### src/rtl/ac_renorm_pkg.sv
package ac_renorm_pkg;

   // Width of the left-aligned output vector: a full bound plus the largest
   // pending run that the pending register can hold.
   function automatic int out_width(input int w, input int pend_w);
      return w + (1 << pend_w) - 1;
   endfunction

   // Width of a count that can reach n.
   function automatic int cnt_width(input int n);
      return $clog2(n + 1);
   endfunction

endpackage

### src/rtl/ac_lzd.sv
module ac_lzd #(
   parameter int W  = 16,
   localparam int CW = $clog2(W + 1)
) (
   input  logic [W-1:0]  vec,
   output logic [CW-1:0] zeros
);

   generate
      if (W < 2) begin : g_bad_width
         $error("ac_lzd: W must be at least 2");
      end
   endgenerate

   always_comb begin
      logic found;
      found = 1'b0;
      zeros = CW'(W);
      for (int i = W - 1; i >= 0; i--) begin
         if (!found && vec[i]) begin
            zeros = CW'(W - 1 - i);
            found = 1'b1;
         end
      end
   end

endmodule

### src/rtl/ac_straddle_scan.sv
module ac_straddle_scan #(
   parameter int W  = 16,
   localparam int CW    = $clog2(W + 1),
   localparam int NCAND = W - 1
) (
   input  logic [W-1:0]  low_in,
   input  logic [W-1:0]  high_in,
   input  logic [CW-1:0] prefix_len,
   output logic [CW-1:0] straddle_len
);

   // gate stage: a straddle position has low=1, high=0
   logic [W-1:0]  straddle_map;
   logic [CW-1:0] cand [NCAND];

   assign straddle_map = low_in & ~high_in;

   // one candidate per possible prefix length k; the bits below the first
   // differing position (W-1-k) are left-aligned and their leading ones counted
   generate
      for (genvar k = 0; k < NCAND; k++) begin : g_cand
         logic [W-1:0] aligned;
         assign aligned = ~(straddle_map << (k + 1));
         ac_lzd #(.W(W)) i_lzd (
            .vec   (aligned),
            .zeros (cand[k])
         );
      end
   endgenerate

   always_comb begin
      straddle_len = '0;
      for (int k = 0; k < NCAND; k++) begin
         if (prefix_len == CW'(k)) begin
            straddle_len = cand[k];
         end
      end
   end

endmodule

### src/rtl/ac_bit_pack.sv
module ac_bit_pack #(
   parameter int W      = 16,
   parameter int PEND_W = 5,
   localparam int OUT_W  = ac_renorm_pkg::out_width(W, PEND_W),
   localparam int CNT_W  = ac_renorm_pkg::cnt_width(OUT_W),
   localparam int FW     = PEND_W + 1,
   localparam int PAD_W  = OUT_W - W
) (
   input  logic             lead_bit,
   input  logic [W-2:0]     body,
   input  logic [FW-1:0]    follow_len,
   input  logic [CNT_W-1:0] total,
   output logic [OUT_W-1:0] vec
);

   logic [OUT_W-2:0] tail_aligned;
   logic [OUT_W-2:0] tail_shifted;
   logic [OUT_W-2:0] follow_mask;
   logic [OUT_W-2:0] tail;
   logic [OUT_W-1:0] keep_mask;

   assign tail_aligned = {body, {PAD_W{1'b0}}};
   assign tail_shifted = tail_aligned >> follow_len;
   assign follow_mask  = ~({(OUT_W-1){1'b1}} >> follow_len);
   assign tail         = (tail_shifted & ~follow_mask) |
                         (lead_bit ? '0 : follow_mask);
   assign keep_mask    = ~({OUT_W{1'b1}} >> total);
   assign vec          = {lead_bit, tail} & keep_mask;

endmodule

### src/rtl/ac_renorm_unit.sv
module ac_renorm_unit #(
   parameter int W      = 16,
   parameter int PEND_W = 5,
   localparam int OUT_W = ac_renorm_pkg::out_width(W, PEND_W),
   localparam int CNT_W = ac_renorm_pkg::cnt_width(OUT_W),
   localparam int CW    = $clog2(W + 1),
   localparam int FW    = PEND_W + 1,
   localparam int SUM_W = CW + PEND_W + 1
) (
   input  logic             clk,
   input  logic             rst_n,
   input  logic             in_valid,
   input  logic             flush,
   input  logic [W-1:0]     low_in,
   input  logic [W-1:0]     high_in,
   output logic             out_valid,
   output logic [OUT_W-1:0] out_bits,
   output logic [CNT_W-1:0] out_count,
   output logic [W-1:0]     low_out,
   output logic [W-1:0]     high_out,
   output logic [PEND_W-1:0] pend_count
);

   generate
      if (W < 4) begin : g_bad_w
         $error("ac_renorm_unit: W must be at least 4");
      end
      if (PEND_W < 1 || PEND_W > 12) begin : g_bad_pend
         $error("ac_renorm_unit: PEND_W must be in 1..12");
      end
   endgenerate

   // ---------------- state ----------------
   logic [W-1:0]      low_q, high_q;
   logic [PEND_W-1:0] pend_q;
   logic              vld_q;
   logic [OUT_W-1:0]  bits_q;
   logic [CNT_W-1:0]  cnt_q;

   // ---------------- prefix and straddle ----------------
   logic [CW-1:0] prefix_len;
   logic [CW-1:0] straddle_len;

   ac_lzd #(.W(W)) i_prefix (
      .vec   (low_in ^ high_in),
      .zeros (prefix_len)
   );

   ac_straddle_scan #(.W(W)) i_scan (
      .low_in       (low_in),
      .high_in      (high_in),
      .prefix_len   (prefix_len),
      .straddle_len (straddle_len)
   );

   // ---------------- bound rescaling ----------------
   logic [W-1:0] low_pfx, high_pfx;
   logic [W-1:0] low_nxt, high_nxt;

   assign low_pfx  = low_in << prefix_len;
   assign high_pfx = ~((~high_in) << prefix_len);
   assign low_nxt  = {low_pfx[W-1],  low_pfx[W-2:0] << straddle_len};
   assign high_nxt = {high_pfx[W-1], ~((~high_pfx[W-2:0]) << straddle_len)};

   // ---------------- pending update ----------------
   logic              has_prefix;
   logic [SUM_W-1:0]  pend_sum;
   logic [PEND_W-1:0] pend_nxt;

   assign has_prefix = (prefix_len != '0);
   assign pend_sum   = SUM_W'(pend_q) + SUM_W'(straddle_len);
   assign pend_nxt   = has_prefix ? PEND_W'(straddle_len) : pend_sum[PEND_W-1:0];

   // ---------------- emission select ----------------
   logic             pk_lead;
   logic [W-2:0]     pk_body;
   logic [FW-1:0]    pk_follow;
   logic [CNT_W-1:0] pk_total;
   logic [OUT_W-1:0] pk_vec;

   always_comb begin
      if (flush) begin
         pk_lead   = |low_q[W-1:W-2];
         pk_body   = '0;
         pk_follow = FW'(pend_q) + FW'(1);
         pk_total  = CNT_W'(pend_q) + CNT_W'(2);
      end else begin
         pk_lead   = low_in[W-1];
         pk_body   = low_in[W-2:0];
         pk_follow = FW'(pend_q);
         pk_total  = has_prefix ? (CNT_W'(prefix_len) + CNT_W'(pend_q)) : '0;
      end
   end

   ac_bit_pack #(.W(W), .PEND_W(PEND_W)) i_pack (
      .lead_bit   (pk_lead),
      .body       (pk_body),
      .follow_len (pk_follow),
      .total      (pk_total),
      .vec        (pk_vec)
   );

   // ---------------- registers ----------------
   always_ff @(posedge clk or negedge rst_n) begin
      if (!rst_n) begin
         low_q  <= '0;
         high_q <= '1;
         pend_q <= '0;
         vld_q  <= 1'b0;
         bits_q <= '0;
         cnt_q  <= '0;
      end else begin
         vld_q  <= flush | in_valid;
         bits_q <= (flush | in_valid) ? pk_vec : '0;
         cnt_q  <= (flush | in_valid) ? pk_total : '0;
         if (flush) begin
            low_q  <= '0;
            high_q <= '1;
            pend_q <= '0;
         end else if (in_valid) begin
            low_q  <= low_nxt;
            high_q <= high_nxt;
            pend_q <= pend_nxt;
         end
      end
   end

   assign out_valid  = vld_q;
   assign out_bits   = bits_q;
   assign out_count  = cnt_q;
   assign low_out    = low_q;
   assign high_out   = high_q;
   assign pend_count = pend_q;

endmodule

### config.mk
export PLATFORM = sky130hd
export DESIGN_NAME = ac_renorm_unit
export DESIGN_NICKNAME = d
export VERILOG_FILES = /design/src/rtl/ac_renorm_pkg.sv /design/src/rtl/ac_lzd.sv /design/src/rtl/ac_straddle_scan.sv /design/src/rtl/ac_bit_pack.sv /design/src/rtl/ac_renorm_unit.sv
export SDC_FILE = /design/constraint.sdc
export NUM_CORES = 1
export LEC_CHECK = 0
export BUFFER_PORTS_ARGS = -buffer_cell sky130_fd_sc_hd__buf_2
export CAP_MARGIN = 20
export CORE_MARGIN = 8
export CORE_UTILIZATION = 60
export DETAILED_ROUTE_END_ITERATION = 8
export GPL_TIMING_DRIVEN = 0
export PLACE_DENSITY_LB_ADDON = 0.15
export SETUP_SLACK_MARGIN = 0.4
export SYNTH_ARGS = -nofsm -noshare
export SYNTH_HDL_FRONTEND = slang
export SYNTH_SLANG_ARGS = --single-unit
### constraint.sdc
create_clock -name clk -period 3.1 [get_ports clk]
set_input_delay 0.155 -clock clk [delete_from_list [all_inputs] [get_ports clk]]
set_output_delay 0.155 -clock clk [all_outputs]
set_load 0.03 [all_outputs]
==> metrics.txt, run 1 <==
syn nets=around 1400; Yosys warning total=0; status=aborted with a tool error; Post-Syn Area=approximately 9700 um^2; top cell type's share of synthesized area=19.3%; die width=roughly 140 um; CTS Buf Count=9; CTS sink count=between 90 and 100; Clock Tree Buf Depth=2; GRT overflow=14; chip height=143 um; first-pass GRT wire length=102000 um; Total GRT Usage=~66%; root buf cell=clkbuf_16; Error Message=[ERROR GRT-0116] Global routing finished with congestion. Check the congestion regions in the DRC Viewer.; largest net degree at the start of global routing=78; HPWL after DPL=approximately 32000 um; I/O Buffers=126; Area contributors post-synth=dfrtp_1 (19%), a21oi_1 (6.2%), nand2_1 (6.1%); initial core utilization=just over 60%; vias in the first global route=16500; register area share after synthesis=a little under a quarter; H-tree levels=3; GP Congestion=roughly 1.2; Ports=about 130; row count=46; Top FF cell, synth=dfrtp_1; number of synthesized flops with an enable pin=0; Seq cells post-synth=between 90 and 100; asr flop ratio synth=100%; Mapped Avg Cell Area=around 7.3 um^2; Yosys top cell by area=dfrtp_1; Post-Place Cell Area=~11000 um^2; Synth cell types=between 80 and 90; Mapped Cells=1334; Halt Stage=5_1_grt
## logic make-up after synthesis
family | share of synthesized area (%)
simple gates | 24.4
mux | 8.20
fa+ha+maj | 3.89
buf+inv | 6.30
flops | 23.6
xor+xnor | 1.44
compound gates | 32.1
## through the flow
| stage | setup slack [ns] | hold slack, ns | util (%) | TNS, ns | instances |
|---|---|---|---|---|---|
| floorplan | -0.396 | -0.141 | - | -9.53 | 1334 |
| CTS | -0.223 | 0.186 | 90.8 | -5.53 | 1856 |
| detailed placement | -1.48 | 0.0317 | 70.2 | -88.46 | 1677 |
| global placement | -1.45 | 0.463 | 70.0 | -83.66 | 1676 |
## metal layers
metal  track usage (%)  GRT overflow
met5              21.5             0
met4              61.5             7
met3              51.0             0
met2              83.8             7
met1              66.6             0
## repair_timing
item                       in CTS
buffers inserted              160
hold endpoints to repair       52
gates cloned                    2
hold buffers                    1
setup endpoints to repair      89
resized for setup             391
pin swaps                     132
## cell usage after synthesis (16+ instances only)
library cell and count:
a31oi_1 18, mux2i_1 56, nand2_1 158, a221oi_1 17, dfrtp_1 75, o211ai_1 24, dfstp_2 16, nor2_1 149
nand3_1 54, nor3_1 53, o22ai_1 23, nand4_1 18, o21ai_0 86, a211oi_1 17, buf_2 19, ha_1 27
clkbuf_1 63, a21oi_1 121, inv_1 38
==> inputs of run 2 (changes only) <==
CORE_UTILIZATION = 40   (was 60)
SETUP_SLACK_MARGIN = default   (was 0.4)
==> metrics.txt, run 2 <==
status=finished, violations left; failing checks=setup timing; period utilization=118%; layout cell share with drive strength beyond 1=around two fifths; number of synthesized flops with an enable pin=0; CTS clock-pin slew for the worst setup and hold paths=roughly 0.07 ns; most common cell after layout, fill and taps aside=nand2_1; root buf cell=clkbuf_16; Slew Viols, Final=0; pwr dens=~430 nW/um^2; fmax=0.272 GHz; via density per instance=roughly 6.7; fin nets=1663; met2 Use GR=between 50% and 60%; Post-Syn Area=around 9700 um^2; I/O Buffers=roughly 130; final hold violations=0; met3 Resource Use GR=6.61%; drc violations=0; Sequential Area=around 2300 um^2; CORE AREA=24100 um^2; RSZ-0062 raised after global routing=true; WP data required=between 3 and 4 ns; GRT overflow=0; GP Congestion=a little over 1; top cells by count, synth=nand2_1 (158), nor2_1 (149), a21oi_1 (121), o21ai_0 (86), dfrtp_1 (75); CTS sink count=slightly above 90; first-pass GRT wire length=between 70000 and 80000 um; Non-Filler Instances=between 1500 and 2000; fin crit period=around 3.7 ns; total chip power=0.00597 W; Top FF cell, synth=dfrtp_1; slew margin rel.=33.9%; Yosys warning total=0; Worst EP arrival=3.83 ns; Total GRT Usage=about a third; register area share after synthesis=a little under a quarter; Vias=between 10000 and 15000; initial core utilization=between 40 and 50%; most frequent cells in the layout=nand2_1 (132), nor2_1 (127), buf_4 (125); dpl cells=between 1500 and 2000; Total Routed Length=between 50000 and 60000 um; Mapped Cells=around 1300; asr flop ratio synth=100%; critical path class=in2reg; Ports=127; largest net degree at the start of global routing=74; Critical Path Start Type=primary input; Die ar.=a little under 30000 um^2; post-route ant nets=0; CTS Buf Count=9; CTS tree=built; Detailed Route Iter0 Violations=roughly 1600; antenna cells=0; clk_lat worst skew=around 0.36 ns; row count=57; Worst Skew=approximately 0.018 ns; vias in the first global route=approximately 13000; Final setup viols=73; worst slew pin tran=0.992 ns; footprint of the multi-input gates=around 8300 um^2; top-count cell post-synth=nand2_1; Clock Tree Buf Depth=2; Yosys top cell by area=dfrtp_1; global routing's busiest layer=met2; DRT Pass-1 Iters=8; initial antenna violation count=0; H-tree levels=3; syn nets=approximately 1400; Seq cells post-synth=91; chip height=172 um; R2R Setup Slk=-0.49 ns; fill cell count=about 2300; top cell type's share of synthesized area=approximately a fifth; max FFs per register=between 40 and 50; Mapped Avg Cell Area=approximately 7.3 um^2; WL/cell=roughly 27 um; synth-to-layout area growth=44.3%; worst min path class=in2async; die width=172 um; setup TNS=-14.30 ns; GR Layer Usage met1=between 40% and 50%; HPWL after DPL=38300 um; Leak=between 5 and 6 nW; Area contributors post-synth=dfrtp_1 (19%), a21oi_1 (6.2%), nand2_1 (6.1%); Max Cap Violations=0; CP endpoint kind=register; Synth cell types=86; Final WS setup=-0.572 ns; Crit Path Max Fanout=5; maximum vdd ir drop=0.268 mV
## run 2: cell counts after synthesis
Identical to the previous run, type by type.
## run 2: path summary, 6_finish.rpt
path | startpoint | to | cells after the start
min reg2reg | low_out[0] | low_out[0] | 2
max in group asynchronous | rst_n | high_out[12] | 3
max reg2reg | pend_count[0] | out_bits[29] | 9
min in group clk | in_valid | out_count[4] | 3
max | high_in[11] | out_bits[29] | 21
min | rst_n | out_bits[9] | 2
## run 2: where the power goes
group	internal, W	switching [W]
clock	0.000639	0.000554
sequential	0.00131	0.0000716
combinational	0.00126	0.00213
total	0.00321	0.00276
## run 2: area by class of cell
| class | instances | area share [%] |
|---|---|---|
| inverter | 46 | 1.62 |
| sequential | 91 | 16.4 |
| clock buffer | 10 | 1.63 |
| buffer | 91 | 4.42 |
| tap | 324 | 2.89 |
| multi-input combinational | 1100 | 59.5 |
| clock inverter | 6 | 0.500 |
| timing repair buffer | 259 | 13.0 |
## run 2: logic make-up (layout without fill, tap and decap cells)
logic type	Yosys count	count (layout)	synth area share [%]
simple gates	517	518	24.4
mux	74	74	8.20
xor+xnor	16	16	1.44
flops	91	91	23.6
fa+ha+maj	29	29	3.89
buf+inv	144	412	6.30
compound gates	463	463	32.1
## run 2: repair_timing
item,4_1_cts,5_1_grt
pin swaps,71,60
gates resized for setup,284,140
cloned,1,0
hold buffers,1,0
setup endpoints to repair,88,83
hold endpoints to repair,18,0
setup buffers,96,34
## run 2: per-layer routing
| layer | up-vias | wire [um] |
|---|---|---|
| li1 | 5558 | - |
| met1 | 6184 | 19500 |
| met2 | 867 | 24500 |
| met3 | 245 | 4710 |
| met4 | 0 | 3600 |
| met5 | - | 0 |
## run 2: worst max-delay path, cell delays in order
cell,delay [ns]
buf_2,0.13
inv_2,0.07
ha_4,0.29
nand4_1,0.19
nor3_4,0.34
and2_4,0.25
nor2_4,0.05
inv_4,0.05
buf_8,0.10
buf_12,0.10
ha_4,0.12
inv_2,0.04
fa_2,0.37
inv_2,0.06
a21o_1,0.13
a21oi_2,0.08
xnor2_2,0.18
a22o_1,0.17
clkbuf_8,0.15
o21ai_2,0.05
a222oi_1,0.75
## run 2: stage by stage
step | hold slack (ns) | setup slack (ns) | util [%] | instance area (um^2)
global route | 0.243 | -0.685 | 58.2 | 14000
finish | 0.221 | -0.572 | 58.2 | 14000
global placement | 0.475 | -2.00 | 45.7 | 11000
detailed placement | 0.0463 | -1.91 | 45.8 | 11000
CTS | 0.214 | -0.317 | 54.8 | 13200
floorplan | -0.141 | -0.396 | - | 9970
Power figures use the tool's default switching activity.
==> inputs of run 3 (changes only) <==
CELL_PAD_IN_SITES_DETAIL_PLACEMENT = 0   (was default)
CELL_PAD_IN_SITES_GLOBAL_PLACEMENT = 1   (was default)
CORE_UTILIZATION = 35   (was 40)
==> metrics.txt, run 3 (synthesized netlist as in run 2, its figures left out) <==
status=finished, violations left; failing checks=setup timing; Max Cap Violations=0; Worst Skew=about 0.013 ns; initial core utilization=35.3%; Crit Path Max Fanout=4; CTS tree=built; Worst EP arrival=about 3.7 ns; Die ar.=33300 um^2; final hold violations=0; dpl cells=roughly 1800; GRT overflow=0; GP Congestion=between 1 and 1.5; max FFs per register=47; HPWL after DPL=just under 40000 um; critical path class=in2reg; post-route ant nets=0; Detailed Route Iter0 Violations=roughly 1500; layout cell share with drive strength beyond 1=between 40% and 50%; Reg-to-Reg Start=pend_count[1]; worst slew pin tran=approximately 1 ns; CORE AREA=about 28000 um^2; CP endpoint kind=register; I/O Buffers=~130; Final setup viols=74; Total GRT Usage=30.3%; via density per instance=6.44; R2R Setup Slk=-0.23 ns; antenna cells=0; Critical Path Start Type=primary input; chip height=approximately 180 um; DRT Pass-1 Iters=7; die width=roughly 180 um; CTS Buf Count=9; maximum vdd ir drop=between 0.3 and 0.4 mV; Leak=6.34 nW; first-pass GRT wire length=a little under 80000 um; synth-to-layout area growth=59.1%; slew margin rel.=33.0%; Slew Viols, Final=0; CTS clock-pin slew for the worst setup and hold paths=~0.080 ns; period utilization=112%; Vias=between 10000 and 15000; largest net degree at the start of global routing=72; WL/cell=~26 um; fin crit period=3.48 ns; most frequent cells in the layout=buf_4 (171), nand2_1 (136), nor2_1 (125); Non-Filler Instances=a little over 2000; H-tree levels=3; Total Routed Length=around 54000 um; most common cell after layout, fill and taps aside=buf_4; Clock Tree Buf Depth=2; fill cell count=about 2500; fin nets=~1700; Ports=approximately 130; pwr dens=about 410 nW/um^2; worst min path class=in2async; clk_lat worst skew=~0.36 ns; drc violations=0; vias in the first global route=~12000; row count=between 60 and 70; WP data required=roughly 3.3 ns; Final WS setup=-0.380 ns; fmax=around 0.29 GHz; Crit. Startpoint=high_in[6]; RSZ-0062 raised after global routing=true; root buf cell=clkbuf_16; setup TNS=-13.58 ns; CTS sink count=just over 90; initial antenna violation count=0
## run 3: power breakdown
part / switching [W] / internal, W / total [W]
Clock: 0.000590 / 0.000575 / 0.00117
Sequential: 0.0000743 / 0.00131 / 0.00139
Combinational: 0.00231 / 0.00155 / 0.00386
## run 3: what timing repair did
item / CTS / global route
pin swaps: 75 / 124
resized for setup: 318 / 265
cloned: 2 / 2
setup buffers: 99 / 105
endpoints found under the hold margin: 20 / 0
hold buffers: 1 / 0
endpoints found under the setup margin: 88 / 78
## run 3: cell type report
| type | instances | area, um^2 | share of cell area, % |
|---|---|---|---|
| clock buffer | 9 | 225 | 1.46 |
| inverter | 46 | 240 | 1.55 |
| clock inverter | 7 | 81.3 | 0.526 |
| timing repair buffer | 332 | 2620 | 17.0 |
| buffer | 89 | 691 | 4.47 |
| multi-input combinational | 1099 | 8830 | 57.1 |
| sequential | 91 | 2300 | 14.9 |
| tap | 378 | 473 | 3.06 |
## run 3: layer usage
metal | vias up | share of wire, % | GRT usage (%)
met1 | 6436 | 39 | 36.9
met3 | 204 | 8.5 | 4.51
met5 | - | 0 | 0
met4 | 0 | 5.3 | 15.7
met2 | 862 | 48 | 51.3
li1 | 5705 | - | -
## run 3: through the flow
step | power [W] | instance area (um^2) | worst slack, ns | hold slack, ns | utilization [%]
2_1_floorplan | 0.00312 | 9970 | -0.396 | -0.141 | -
3_3_place_gp | 0.00401 | 11100 | -2.03 | 0.477 | 40.2
3_5_place_dp | 0.00399 | 11100 | -1.94 | 0.0565 | 40.4
4_1_cts | 0.00563 | 13600 | -0.245 | 0.218 | 49.3
5_1_grt | 0.00663 | 15500 | -0.526 | 0.251 | 56.1
6_report | 0.00641 | 15500 | -0.380 | 0.220 | 56.1
## run 3: critical path: stages
cell	delay, ns
buf_8	0.09
inv_6	0.04
ha_4	0.25
buf_6	0.11
nor2b_4	0.04
o211ai_1	0.31
a311oi_2	0.15
buf_4	0.18
nor2_4	0.13
inv_4	0.06
buf_12	0.12
buf_12	0.12
ha_4	0.15
inv_2	0.04
fa_2	0.21
inv_1	0.05
a21o_1	0.18
a21oi_2	0.17
xnor2_2	0.15
a22oi_2	0.08
buf_6	0.16
buf_12	0.12
nand2_8	0.05
buf_6	0.08
nor2_1	0.03
a2111oi_2	0.43
## run 3: path summary, 6_finish.rpt
check / cells after the start / to
worst max-delay path: 26 / out_bits[13]
worst min-delay path: 2 / out_bits[20]
worst max register to register: 14 / out_bits[13]
worst min register to register: 2 / low_out[1]
max in group asynchronous: 3 / high_out[8]
min in group clk: 5 / low_out[15]
